<file path="config.mk">
export PLATFORM = sky130hd
export DESIGN_NAME = dir_ctrl
export DESIGN_NICKNAME = d
export VERILOG_FILES = /design/src/rtl/dir_pkg.sv /design/src/rtl/dir_store.sv /design/src/rtl/ack_tracker.sv /design/src/rtl/dir_ctrl.sv
export SDC_FILE = /design/constraint.sdc
export NUM_CORES = 1
export LEC_CHECK = 0
export BUFFER_PORTS_ARGS = -buffer_cell sky130_fd_sc_hd__buf_2
export CAP_MARGIN = 20
export CORE_ASPECT_RATIO = 2
export CORE_MARGIN = 1
export CORE_UTILIZATION = 35
export CTS_CLUSTER_DIAMETER = 120
export DETAILED_ROUTE_END_ITERATION = 10
export GPL_TIMING_DRIVEN = 0
export PLACE_DENSITY_LB_ADDON = 0.2
export SLEW_MARGIN = 30
export SYNTH_ARGS = -nofsm -noshare
export SYNTH_HDL_FRONTEND = slang
export SYNTH_SLANG_ARGS = --single-unit
</file>
<file path="constraint.sdc">
create_clock -name clk_i -period 5.28 [get_ports clk_i]
set_input_delay 0 -clock clk_i [delete_from_list [all_inputs] [get_ports clk_i]]
set_output_delay 0 -clock clk_i [all_outputs]
set_load 0.02 [all_outputs]
</file>
<file path="src/rtl/dir_pkg.sv">
package dir_pkg;
  typedef enum logic [1:0] {ST_I = 2'd0, ST_S = 2'd1, ST_M = 2'd2} coh_state_e;
  typedef enum logic [1:0] {OP_RD = 2'd0, OP_WR = 2'd1, OP_EVC = 2'd2, OP_EVD = 2'd3} req_op_e;
  typedef enum logic [2:0] {
    MSG_DATA = 3'd0, MSG_FWD = 3'd1, MSG_INV = 3'd2, MSG_RECALL = 3'd3, MSG_ACK = 3'd4
  } msg_type_e;
  typedef enum logic [2:0] {
    E_IDLE = 3'd0, E_FWD_RD = 3'd1, E_FWD_WR = 3'd2, E_INV = 3'd3, E_RECALL = 3'd4
  } eng_state_e;
  localparam int unsigned CTRL_BYTES = 8;
  localparam int unsigned DATA_BYTES = 72;
endpackage

</file>
<file path="src/rtl/dir_store.sv">
module dir_store
  import dir_pkg::*;
#(
  parameter int N_CORES = 4,
  parameter int N_SETS  = 4,
  parameter int TAG_W   = 6,
  localparam int IDX_W  = (N_SETS > 1) ? $clog2(N_SETS) : 1
) (
  input  logic               clk_i,
  input  logic               rst_ni,
  input  logic [IDX_W-1:0]   rd_idx_i,
  output coh_state_e         rd_state_o,
  output logic [TAG_W-1:0]   rd_tag_o,
  output logic [N_CORES-1:0] rd_sharers_o,
  input  logic               we_i,
  input  logic [IDX_W-1:0]   wr_idx_i,
  input  coh_state_e         wr_state_i,
  input  logic [TAG_W-1:0]   wr_tag_i,
  input  logic [N_CORES-1:0] wr_sharers_i
);
  coh_state_e         st_q  [N_SETS];
  logic [TAG_W-1:0]   tag_q [N_SETS];
  logic [N_CORES-1:0] sh_q  [N_SETS];

  for (genvar s = 0; s < N_SETS; s++) begin : g_set
    always_ff @(posedge clk_i or negedge rst_ni) begin
      if (!rst_ni) begin
        st_q[s]  <= ST_I;
        tag_q[s] <= '0;
        sh_q[s]  <= '0;
      end else if (we_i && (wr_idx_i == IDX_W'(s))) begin
        st_q[s]  <= wr_state_i;
        tag_q[s] <= wr_tag_i;
        sh_q[s]  <= wr_sharers_i;
      end
    end
  end

  assign rd_state_o   = st_q[rd_idx_i];
  assign rd_tag_o     = tag_q[rd_idx_i];
  assign rd_sharers_o = sh_q[rd_idx_i];

  a_r3_m_single_owner: assert property (@(posedge clk_i) disable iff (!rst_ni)
    (we_i && wr_state_i == ST_M) |-> $onehot(wr_sharers_i));
  a_r2_s_has_holder: assert property (@(posedge clk_i) disable iff (!rst_ni)
    (we_i && wr_state_i == ST_S) |-> (wr_sharers_i != '0));
  a_r7_i_no_holder: assert property (@(posedge clk_i) disable iff (!rst_ni)
    (we_i && wr_state_i == ST_I) |-> (wr_sharers_i == '0));
endmodule

</file>
<file path="src/rtl/ack_tracker.sv">
module ack_tracker #(
  parameter int N_CORES = 4,
  localparam int CORE_W = (N_CORES > 1) ? $clog2(N_CORES) : 1,
  localparam int CNT_W  = $clog2(N_CORES + 1)
) (
  input  logic               clk_i,
  input  logic               rst_ni,
  input  logic               load_i,
  input  logic [N_CORES-1:0] load_mask_i,
  input  logic               ack_valid_i,
  input  logic [CORE_W-1:0]  ack_core_i,
  output logic [N_CORES-1:0] pending_o,
  output logic               done_o
);
  logic [N_CORES-1:0] pending_q;
  logic [CNT_W-1:0]   cnt_q, pop;
  logic               hit;

  always_comb begin
    pop = '0;
    for (int i = 0; i < N_CORES; i++) pop = pop + CNT_W'(load_mask_i[i]);
  end

  // only acks from still-pending targets count
  assign hit       = ack_valid_i && !load_i && pending_q[ack_core_i];
  assign done_o    = hit && (cnt_q == CNT_W'(1));
  assign pending_o = pending_q;

  always_ff @(posedge clk_i or negedge rst_ni) begin
    if (!rst_ni) begin
      pending_q <= '0;
      cnt_q     <= '0;
    end else if (load_i) begin
      pending_q <= load_mask_i;
      cnt_q     <= pop;
    end else if (hit) begin
      pending_q <= pending_q & ~(N_CORES'(1) << ack_core_i);
      cnt_q     <= cnt_q - CNT_W'(1);
    end
  end

  a_r9_cnt_tracks_mask: assert property (@(posedge clk_i) disable iff (!rst_ni)
    cnt_q == CNT_W'($countones(pending_q)));
  a_r9_stray_ignored: assert property (@(posedge clk_i) disable iff (!rst_ni)
    (ack_valid_i && !load_i && !pending_q[ack_core_i]) |=> $stable(cnt_q));
endmodule

</file>
<file path="src/rtl/dir_ctrl.sv">
module dir_ctrl
  import dir_pkg::*;
#(
  parameter int N_CORES = 4,
  parameter int N_SETS  = 4,
  parameter int TAG_W   = 6,
  localparam int CORE_W = (N_CORES > 1) ? $clog2(N_CORES) : 1,
  localparam int IDX_W  = (N_SETS > 1) ? $clog2(N_SETS) : 1,
  localparam int ADDR_W = TAG_W + IDX_W
) (
  input  logic               clk_i,
  input  logic               rst_ni,
  input  logic               req_valid_i,
  output logic               req_ready_o,
  input  logic [CORE_W-1:0]  req_core_i,
  input  logic [1:0]         req_op_i,
  input  logic [ADDR_W-1:0]  req_addr_i,
  input  logic               ack_valid_i,
  input  logic [CORE_W-1:0]  ack_core_i,
  output logic               msg_valid_o,
  output logic [2:0]         msg_type_o,
  output logic [N_CORES-1:0] msg_dest_o,
  output logic [CORE_W-1:0]  msg_req_core_o,
  output logic [ADDR_W-1:0]  msg_addr_o,
  output logic [6:0]         msg_bytes_o
);
  eng_state_e eng_q, eng_d;

  logic [IDX_W-1:0]   req_idx, p_idx_q, rd_idx;
  logic [TAG_W-1:0]   req_tag, p_tag_q, rd_tag;
  coh_state_e         rd_state;
  logic [N_CORES-1:0] rd_sh, p_sh_q, req_bit, p_bit, others, remain;
  logic [CORE_W-1:0]  p_core_q;
  req_op_e            op, p_op_q;
  logic               accept, hit;

  logic               we;
  logic [IDX_W-1:0]   w_idx;
  coh_state_e         w_state;
  logic [TAG_W-1:0]   w_tag;
  logic [N_CORES-1:0] w_sh;

  logic               ld, trk_done;
  logic [N_CORES-1:0] ld_mask, trk_pending;

  logic               mv_d;
  msg_type_e          mt_d;
  logic [N_CORES-1:0] md_d;
  logic [CORE_W-1:0]  mr_d;
  logic [ADDR_W-1:0]  ma_d;

  assign req_idx     = req_addr_i[IDX_W-1:0];
  assign req_tag     = req_addr_i[ADDR_W-1:IDX_W];
  assign op          = req_op_e'(req_op_i);
  assign req_ready_o = (eng_q == E_IDLE);
  assign accept      = req_valid_i && req_ready_o;
  assign rd_idx      = req_ready_o ? req_idx : p_idx_q;
  assign req_bit     = N_CORES'(1) << req_core_i;
  assign p_bit       = N_CORES'(1) << p_core_q;
  assign hit         = (rd_state != ST_I) && (rd_tag == req_tag);
  assign others      = rd_sh & ~req_bit;
  assign remain      = rd_sh & ~req_bit;

  dir_store #(.N_CORES(N_CORES), .N_SETS(N_SETS), .TAG_W(TAG_W)) u_store (
    .clk_i, .rst_ni,
    .rd_idx_i(rd_idx), .rd_state_o(rd_state), .rd_tag_o(rd_tag), .rd_sharers_o(rd_sh),
    .we_i(we), .wr_idx_i(w_idx), .wr_state_i(w_state), .wr_tag_i(w_tag), .wr_sharers_i(w_sh)
  );

  ack_tracker #(.N_CORES(N_CORES)) u_trk (
    .clk_i, .rst_ni,
    .load_i(ld), .load_mask_i(ld_mask),
    .ack_valid_i, .ack_core_i,
    .pending_o(trk_pending), .done_o(trk_done)
  );

  always_comb begin
    eng_d   = eng_q;
    we      = 1'b0;
    w_idx   = req_idx;
    w_state = rd_state;
    w_tag   = req_tag;
    w_sh    = rd_sh;
    ld      = 1'b0;
    ld_mask = '0;
    mv_d    = 1'b0;
    mt_d    = MSG_DATA;
    md_d    = req_bit;
    mr_d    = req_core_i;
    ma_d    = req_addr_i;
    if (accept) begin
      if (!hit && rd_state != ST_I && (op == OP_RD || op == OP_WR)) begin
        // victim still held privately: recall before reuse
        mv_d    = 1'b1;
        mt_d    = MSG_RECALL;
        md_d    = rd_sh;
        ma_d    = {rd_tag, req_idx};
        ld      = 1'b1;
        ld_mask = rd_sh;
        eng_d   = E_RECALL;
      end else if (!hit) begin
        mv_d = 1'b1;
        unique case (op)
          OP_RD:   begin we = 1'b1; w_state = ST_S; w_sh = req_bit; mt_d = MSG_DATA; end
          OP_WR:   begin we = 1'b1; w_state = ST_M; w_sh = req_bit; mt_d = MSG_DATA; end
          default: mt_d = MSG_ACK;
        endcase
      end else begin
        unique case (op)
          OP_RD: begin
            if (rd_state == ST_M && rd_sh != req_bit) begin
              mv_d = 1'b1; mt_d = MSG_FWD; md_d = rd_sh;
              ld = 1'b1; ld_mask = rd_sh; eng_d = E_FWD_RD;
            end else begin
              mv_d = 1'b1; mt_d = MSG_DATA;
              if (rd_state != ST_M) begin
                we = 1'b1; w_state = ST_S; w_sh = rd_sh | req_bit;
              end
            end
          end
          OP_WR: begin
            mv_d = 1'b1;
            if (others != '0) begin
              mt_d    = (rd_state == ST_M) ? MSG_FWD : MSG_INV;
              md_d    = others;
              ld      = 1'b1;
              ld_mask = others;
              eng_d   = (rd_state == ST_M) ? E_FWD_WR : E_INV;
            end else begin
              mt_d = MSG_DATA; we = 1'b1; w_state = ST_M; w_sh = req_bit;
            end
          end
          default: begin
            mv_d = 1'b1; mt_d = MSG_ACK;
            we = 1'b1; w_sh = remain;
            w_state = (remain == '0) ? ST_I : rd_state;
          end
        endcase
      end
    end else if (eng_q != E_IDLE && trk_done) begin
      eng_d = E_IDLE;
      we    = 1'b1;
      w_idx = p_idx_q;
      w_tag = p_tag_q;
      mr_d  = p_core_q;
      md_d  = p_bit;
      ma_d  = {p_tag_q, p_idx_q};
      unique case (eng_q)
        E_FWD_RD: begin w_state = ST_S; w_sh = p_sh_q | p_bit; end
        E_FWD_WR: begin w_state = ST_M; w_sh = p_bit; end
        E_INV:    begin w_state = ST_M; w_sh = p_bit; mv_d = 1'b1; mt_d = MSG_DATA; end
        default: begin
          // recall done: install the new block from Invalid
          w_state = (p_op_q == OP_WR) ? ST_M : ST_S;
          w_sh    = p_bit;
          mv_d    = 1'b1;
          mt_d    = MSG_DATA;
        end
      endcase
    end
  end

  always_ff @(posedge clk_i or negedge rst_ni) begin
    if (!rst_ni) begin
      eng_q    <= E_IDLE;
      p_core_q <= '0;
      p_op_q   <= OP_RD;
      p_tag_q  <= '0;
      p_idx_q  <= '0;
      p_sh_q   <= '0;
    end else begin
      eng_q <= eng_d;
      if (accept) begin
        p_core_q <= req_core_i;
        p_op_q   <= op;
        p_tag_q  <= req_tag;
        p_idx_q  <= req_idx;
        p_sh_q   <= rd_sh;
      end
    end
  end

  always_ff @(posedge clk_i or negedge rst_ni) begin
    if (!rst_ni) begin
      msg_valid_o    <= 1'b0;
      msg_type_o     <= MSG_DATA;
      msg_dest_o     <= '0;
      msg_req_core_o <= '0;
      msg_addr_o     <= '0;
    end else begin
      msg_valid_o    <= mv_d;
      msg_type_o     <= mt_d;
      msg_dest_o     <= md_d;
      msg_req_core_o <= mr_d;
      msg_addr_o     <= ma_d;
    end
  end

  assign msg_bytes_o = (msg_type_o == MSG_DATA) ? 7'(DATA_BYTES) : 7'(CTRL_BYTES);

  a_r4_targets_tracked: assert property (@(posedge clk_i) disable iff (!rst_ni)
    (msg_valid_o && (msg_type_o == MSG_INV || msg_type_o == MSG_FWD || msg_type_o == MSG_RECALL))
      |-> (trk_pending == msg_dest_o));
  a_r8_recall_nonempty: assert property (@(posedge clk_i) disable iff (!rst_ni)
    (msg_valid_o && msg_type_o == MSG_RECALL) |-> (msg_dest_o != '0));
  a_r2_data_unicast: assert property (@(posedge clk_i) disable iff (!rst_ni)
    (msg_valid_o && msg_type_o == MSG_DATA) |-> $onehot(msg_dest_o));
  a_r9_release_on_last_ack: assert property (@(posedge clk_i) disable iff (!rst_ni)
    (!$past(req_ready_o) && req_ready_o) |-> $past(trk_done));
  a_r10_single_pulse: assert property (@(posedge clk_i) disable iff (!rst_ni)
    (msg_valid_o && !req_ready_o) |=> !msg_valid_o);
endmodule

</file>
==> impl_metrics.env, run 1 <==
export IMPL_status="complete, no violations"
export IMPL_fin_nets=697
export IMPL_num_vias=4999
export IMPL_clock_sinks=92
export IMPL_routedWlPerCell_um=21.54
export IMPL_clk_latency_ns=0.35
export IMPL_synth_top_cell_area_share_pct=39.97
export IMPL_rr_endpoint="u_trk.cnt_q[1]$_DFFE_PN0P_"
export IMPL_synth_ff_type="dfrtp_1"
export IMPL_final_util_pct=41.51
export IMPL_drive_gt1_share_pct=19.91
export IMPL_die_area_um2=17000
export IMPL_num_io_pins=44
export IMPL_setup_viol=0
export IMPL_ir_worst_vdd_v=0.0001780
export IMPL_drc=0
export IMPL_worst_r2r_startpoint="p_idx_q[0]$_DFFE_PN0P_"
export IMPL_power_density_nw_per_um2=232.4
export IMPL_cts_buffer_depth=2
export IMPL_maxSlewViolCount=0
export IMPL_ys_seq_elements=92
export IMPL_io_buffers=35
export IMPL_arrival_ns=5.32
export IMPL_die_width_um=92.71
export IMPL_numCtsBuffers=9
export IMPL_synth_compound_area_share_pct=17.51
export IMPL_ys_top_cells_by_area="dfrtp_1 40%, mux2i_1 8.3%, mux4_2 5.9%"
export IMPL_final_area_um2=6719
export IMPL_leakagePower_nw=3.060
export IMPL_skew_ns=0.01597
export IMPL_cts_tree="built"
export IMPL_setup_worst_path_class="reg -> reg"
export IMPL_netlist_instances=603
export IMPL_synthAdderAreaFrac_pct=2.520
export IMPL_min_path_type="in -> reg"
export IMPL_synth_simple_area_share_pct=14.21
export IMPL_design_core_area_um2=16190
export IMPL_period_share_pct=96.27
export IMPL_crit_fanout=10
export IMPL_drt_wl_total_mm=18.89
export IMPL_multi_input_area_um2=3187
export IMPL_synthXorXnorAreaFrac_pct=1.217
export IMPL_synth_edf_count=0
export IMPL_setup_slack_ns=0.1971
export IMPL_worst_pin_slew_ns=0.7497
export IMPL_maxCapViolations=0
export IMPL_fillers=1681
export IMPL_endpoint="u_trk.cnt_q[1]$_DFFE_PN0P_"
export IMPL_clkTransAtPathRegs_ns=0.07
export IMPL_synth_area_leader_cell="dfrtp_1"
export IMPL_rows=66
export IMPL_area_delta_synth_final_pct=16.66
export IMPL_fmax_ghz=0.1967
export IMPL_muxShareOfSynthArea_pct=19.27
export IMPL_grt_ovfl_total=0
export IMPL_period_needed_ns=5.083
export IMPL_crit_start="p_idx_q[0]$_DFFE_PN0P_"
export IMPL_grt_pass1_wl_mm=28.78
export IMPL_placed_cell_area_um2=6242
export IMPL_seq_area_frac_synth_pct=39.97
export IMPL_hold_viol_final=0
export IMPL_relSlewSlack_pct=49.32
export IMPL_synth_cell_type_count=69
export IMPL_gp_congestion=0.9478
export IMPL_hold_worst_slack_ns=0.03315
export IMPL_rsz0062_at_grt="no"
export IMPL_synthArstFlopShare_pct=100.0
export IMPL_track_usage_pct=23.11
export IMPL_r2r_slack_ns=0.20
export IMPL_dpl_hpwl_mm=14.45
export IMPL_htreeDepth=3
export IMPL_mostFrequentLayoutCell="dfrtp_1"
export IMPL_syn_avg_cell_area_um2=9.551
export IMPL_startpoint_type="flop"
export IMPL_ant_nets=0
export IMPL_ys_warnings_count=0
export IMPL_cts_root_buffer_cell="clkbuf_16"
export IMPL_post_place_ws_ns=-0.01544
export IMPL_most_common_layout_cells="92 x dfrtp_1, 78 x nand2_1, 60 x nor2_1"
export IMPL_required_ns=5.51
export IMPL_die_height_um=183.4
export IMPL_end_kind="flop"
export IMPL_reg2regPathDepth=16
export IMPL_grt_max_degree=51
export IMPL_drt_pass1_iter_count=6
export IMPL_via_per_inst=5.700
export IMPL_n_antenna_cell=0
export IMPL_start_util_pct=35.58
export IMPL_setup_tns_ns=0
export IMPL_synth_area_um2=5759
export IMPL_first_global_vias=5154
export IMPL_first_iter_violations=275
export IMPL_register_area_um2=2302
export IMPL_antenna_found_initial=0
export IMPL_synth_top_family_by_area="multiplexers"
-- per-stage QoR --
| stage | total power [mW] | std cells |
|---|---|---|
| after floorplan | 0.7842 | 607 |
| after global placement | 0.8343 | 846 |
| after detailed placement | 0.8380 | 847 |
| after CTS | 1.579 | 875 |
| after global routing | 1.620 | 877 |
| final | 1.562 | 877 |
-- cells by family after synthesis --
| family | after synthesis |
|---|---|
| buf+inv | 65 |
| flops | 92 |
| fa+ha+maj | 11 |
| simple gates | 182 |
| xor+xnor | 8 |
| compound gates | 155 |
| mux | 88 |
| other cells | 2 |
-- sequential cells by signal, indices dropped and copies added, names as in the netlist --
| register | cells |
|---|---|
| p_tag_q | 6 |
| u_trk.cnt_q | 3 |
| u_store.tag_q | 24 |
| msg_addr_o | 8 |
| eng_q | 3 |
| u_trk.pending_o | 4 |
| msg_type_o | 3 |
| p_sh_q | 4 |
| u_store.sh_q | 16 |
| p_core_q | 2 |
| msg_dest_o | 4 |
| msg_valid_o | 1 |
| p_op_q | 2 |
| msg_req_core_o | 2 |
| u_store.st_q | 8 |
| p_idx_q | 2 |
-- how the worst min path moves through the flow --
| stage | end | cells after the start | start |
|---|---|---|---|
| final | msg_valid_o$_DFF_PN0_ | 3 | req_valid_i |
| after global routing | msg_valid_o$_DFF_PN0_ | 3 | req_valid_i |
| after CTS | msg_valid_o$_DFF_PN0_ | 3 | req_valid_i |
| after detailed placement | u_trk.cnt_q[2]$_DFFE_PN0P_ | 1 | rst_ni |
| after global placement | p_tag_q[1]$_DFFE_PN0P_ | 3 | req_addr_i[3] |
| after floorplan | eng_q[0]$_DFFE_PN0P_ | 0 | rst_ni |
-- worst max-delay path, stage by stage (launching register included) --
cell and delay (ns):
dfrtp_1 0.47, buf_2 0.36, buf_2 0.39, mux4_2 0.39, mux2i_4 0.41, ha_1 0.31, or4b_2 0.74, nand3_1 0.10
and3_1 0.25, a2bb2oi_1 0.22, nor2_1 0.07, ha_1 0.27, inv_1 0.05, fa_1 0.37, inv_1 0.06, ha_1 0.22
mux2_2 0.26
-- metal layers --
metal / global-route usage, % / wire (um)
met2: 43.41 / 10370
met4: 17.23 / 1378
met1: 22.33 / 6615
met3: 3.060 / 528
met5: 0 / 0
-- repair_timing --
action / 4_1_cts / 5_1_grt
resized for setup: 1 / 0
endpoints found under the setup margin: 1 / 16
hold buffers: 12 / 0
hold endpoints to repair: 104 / 0
setup buffers: 0 / 2
-- area by class of cell --
type	count	share of cell area, %
buffer	40	3.035
clock buffer	10	3.557
clock inverter	6	1.397
inverter	25	1.397
multi-input combinational	450	47.43
sequential	92	34.26
tap	204	3.799
timing repair buffer	50	5.121
-- power breakdown --
part | internal (mW) | switching, mW | leakage (nW)
Clock | 0.433 | 0.299 | 0.160
Combinational | 0.0395 | 0.0798 | 1.65
Sequential | 0.710 | 0.00140 | 1.25
-- cells in the mapped netlist, types with 3 or more instances --
cell type and count:
mux4_2 15, o32ai_1 3, a31oi_1 8, ha_1 10, o311ai_0 4, o221ai_1 6
clkinv_1 3, xnor2_1 7, nor2b_1 3, and2_1 4, a211oi_1 5, inv_1 21
a21boi_0 8, nand2_1 78, nor2_1 60, a21oi_1 56, a2bb2oi_1 4, dfrtp_1 92
mux2i_1 48, mux2_2 20, nand2b_1 3, o21ai_0 32, o22ai_1 3, or2_2 4
buf_2 13, clkbuf_1 18, buf_4 8, nor3_1 7, nand3_1 9, o221a_2 3
No activity file was read; power rests on OpenSTA's default activity.
==> run 2: changes to the inputs <==
- PLACE_DENSITY_LB_ADDON: 0.2 -> 0.15
==> impl_metrics.env, run 2 (synthesis results as in run 1) <==
export IMPL_period_needed_ns=5.074
export IMPL_use_met2_pct=43.59
export IMPL_fmax_ghz=0.1971
export IMPL_io_buffers=35
export IMPL_num_io_pins=44
export IMPL_fin_nets=694
export IMPL_mostFrequentLayoutCell="dfrtp_1"
export IMPL_clkTransAtPathRegs_ns=0.08
export IMPL_grt_met3_usage_pct=4.673
export IMPL_drive_gt1_share_pct=19.70
export IMPL_start_util_pct=35.58
export IMPL_required_ns=5.52
export IMPL_worstPathCellList="buf_2, buf_2, mux4_2, mux2i_4, ha_1, or4b_2, nand3_1, and3_1, a2bb2oi_1, nor2_1, ha_1, inv_1, fa_1, inv_1, ha_1, mux2_2"
export IMPL_maxCapViolations=0
export IMPL_post_cts_buffers=0
export IMPL_gp_congestion=0.9537
export IMPL_rsz0062_at_grt="no"
export IMPL_period_share_pct=96.09
export IMPL_cpMostUsedCell="ha_1"
export IMPL_min_path_type="in -> reg"
export IMPL_crit_fanout=10
export IMPL_die_area_um2=17000
export IMPL_grt_max_degree=51
export IMPL_total_power_mw=1.488
export IMPL_maxSlewViolCount=0
export IMPL_largest_reg_flops=24
export IMPL_register_area_um2=2302
export IMPL_hold_worst_slack_ns=0.007238
export IMPL_cts_tree="built"
export IMPL_cts_buffer_depth=2
export IMPL_drt_wl_total_mm=19.22
export IMPL_cpMaxStageDelayCell="or4b_2"
export IMPL_fillers=1658
export IMPL_via_per_inst=5.720
export IMPL_antenna_found_initial=0
export IMPL_area_delta_synth_final_pct=15.64
export IMPL_most_common_layout_cells="92 x dfrtp_1, 78 x nand2_1, 60 x nor2_1"
export IMPL_max_stage_delay_ns=0.72
export IMPL_arrival_ns=5.32
export IMPL_setup_slack_ns=0.2064
export IMPL_num_vias=4999
export IMPL_power_density_nw_per_um2=223.4
export IMPL_die_height_um=183.4
export IMPL_startpoint_type="flop"
export IMPL_grt_pass1_wl_mm=29.48
export IMPL_hold_viol_final=0
export IMPL_die_width_um=92.71
export IMPL_status="complete, no violations"
export IMPL_ir_worst_vdd_v=0.0001467
export IMPL_drt_pass1_iter_count=7
export IMPL_cts_root_buffer_cell="clkbuf_16"
export IMPL_path_depth=16
export IMPL_clock_sinks=92
export IMPL_numCtsBuffers=9
export IMPL_worst_pin_slew_ns=0.8233
export IMPL_drc=0
export IMPL_end_kind="flop"
export IMPL_multi_input_area_um2=3187
export IMPL_setup_worst_path_class="reg -> reg"
export IMPL_post_place_ws_ns=0.03272
export IMPL_n_antenna_cell=0
export IMPL_routedWlPerCell_um=21.99
export IMPL_grt_ovfl_total=0
export IMPL_grt_busiest_layer="met2"
export IMPL_leakagePower_nw=3.030
export IMPL_largestRegisters="u_store.tag_q x24, u_store.sh_q x16"
export IMPL_design_core_area_um2=16190
export IMPL_critical_path_top_delay_family="adder cells"
export IMPL_stdcell_count=874
export IMPL_setup_viol=0
export IMPL_dpl_hpwl_mm=14.69
export IMPL_htreeDepth=3
export IMPL_track_usage_pct=23.79
export IMPL_rows=66
export IMPL_reg2regPathDepth=16
export IMPL_ant_nets=0
export IMPL_placed_cells=847
export IMPL_relSlewSlack_pct=44.53
export IMPL_grt_met1_usage_pct=22.71
export IMPL_critPathBufInv=4
export IMPL_hold_path_depth=4
export IMPL_skew_ns=0.01391
export IMPL_first_iter_violations=189
export IMPL_regMostFlops="u_store.tag_q"
export IMPL_clk_latency_ns=0.37
export IMPL_first_global_vias=5219
## run 2: power breakdown
group	internal, mW	switching [mW]	leakage, nW
registers	0.710	0.00142	1.25
logic	0.0394	0.0794	1.64
clock network	0.341	0.317	0.140
total	1.09	0.398	3.03
## run 2: worst paths after layout
kind	from	endpoint	slack [ns]
worst max register to register	p_idx_q[0]$_DFFE_PN0P_	u_trk.cnt_q[1]$_DFFE_PN0P_	0.21
min in group asynchronous	rst_ni	u_trk.cnt_q[2]$_DFFE_PN0P_	0.11
worst max-delay path	p_idx_q[0]$_DFFE_PN0P_	u_trk.cnt_q[1]$_DFFE_PN0P_	0.21
max in group asynchronous	rst_ni	u_store.tag_q[12]$_DFFE_PN0P_	4.57
worst min register to register	p_op_q[1]$_DFFE_PN0P_	p_op_q[1]$_DFFE_PN0P_	0.49
worst min-delay path	ack_valid_i	u_trk.pending_o[2]$_DFFE_PN0P_	0.007
## run 2: layer usage
layer | part of all wire, % | vias up | routed length (um)
met4 | 7.3 | 0 | 1401
met3 | 4.1 | 69 | 780
met5 | 0 | - | 0
li1 | - | 2295 | -
met1 | 34 | 2462 | 6545
met2 | 55 | 173 | 10490
## run 2: stage by stage
| stage | TNS [ns] | util, % | area, um2 |
|---|---|---|---|
| after detailed placement | 0 | 38.57 | 6242 |
| after global placement | -1.354 | 38.33 | 6205 |
| after CTS | 0 | 41.09 | 6651 |
| after global routing | 0 | 41.15 | 6660 |
| final | 0 | 41.15 | 6660 |
| after floorplan | 0 | - | 5774 |
## run 2: layout make-up
type | count | area share, %
Buffer | 40 | 3.062
Clock buffer | 10 | 3.588
Clock inverter | 6 | 0.9017
Inverter | 25 | 1.409
Multi-Input combinational cell | 450 | 47.85
Sequential cell | 92 | 34.57
Tap cell | 204 | 3.832
Timing Repair Buffer | 47 | 4.791
## run 2: timing repair
action	4_1_cts	5_1_grt
endpoints found under the setup margin	0	17
resized for setup	0	1
hold buffers	11	0
hold endpoints to repair	104	0
## run 2: worst min-delay path, cell delays in order
cell	delay, ns
buf_2	0.13
nand2_1	0.06
o211ai_1	0.08
nand2_1	0.07
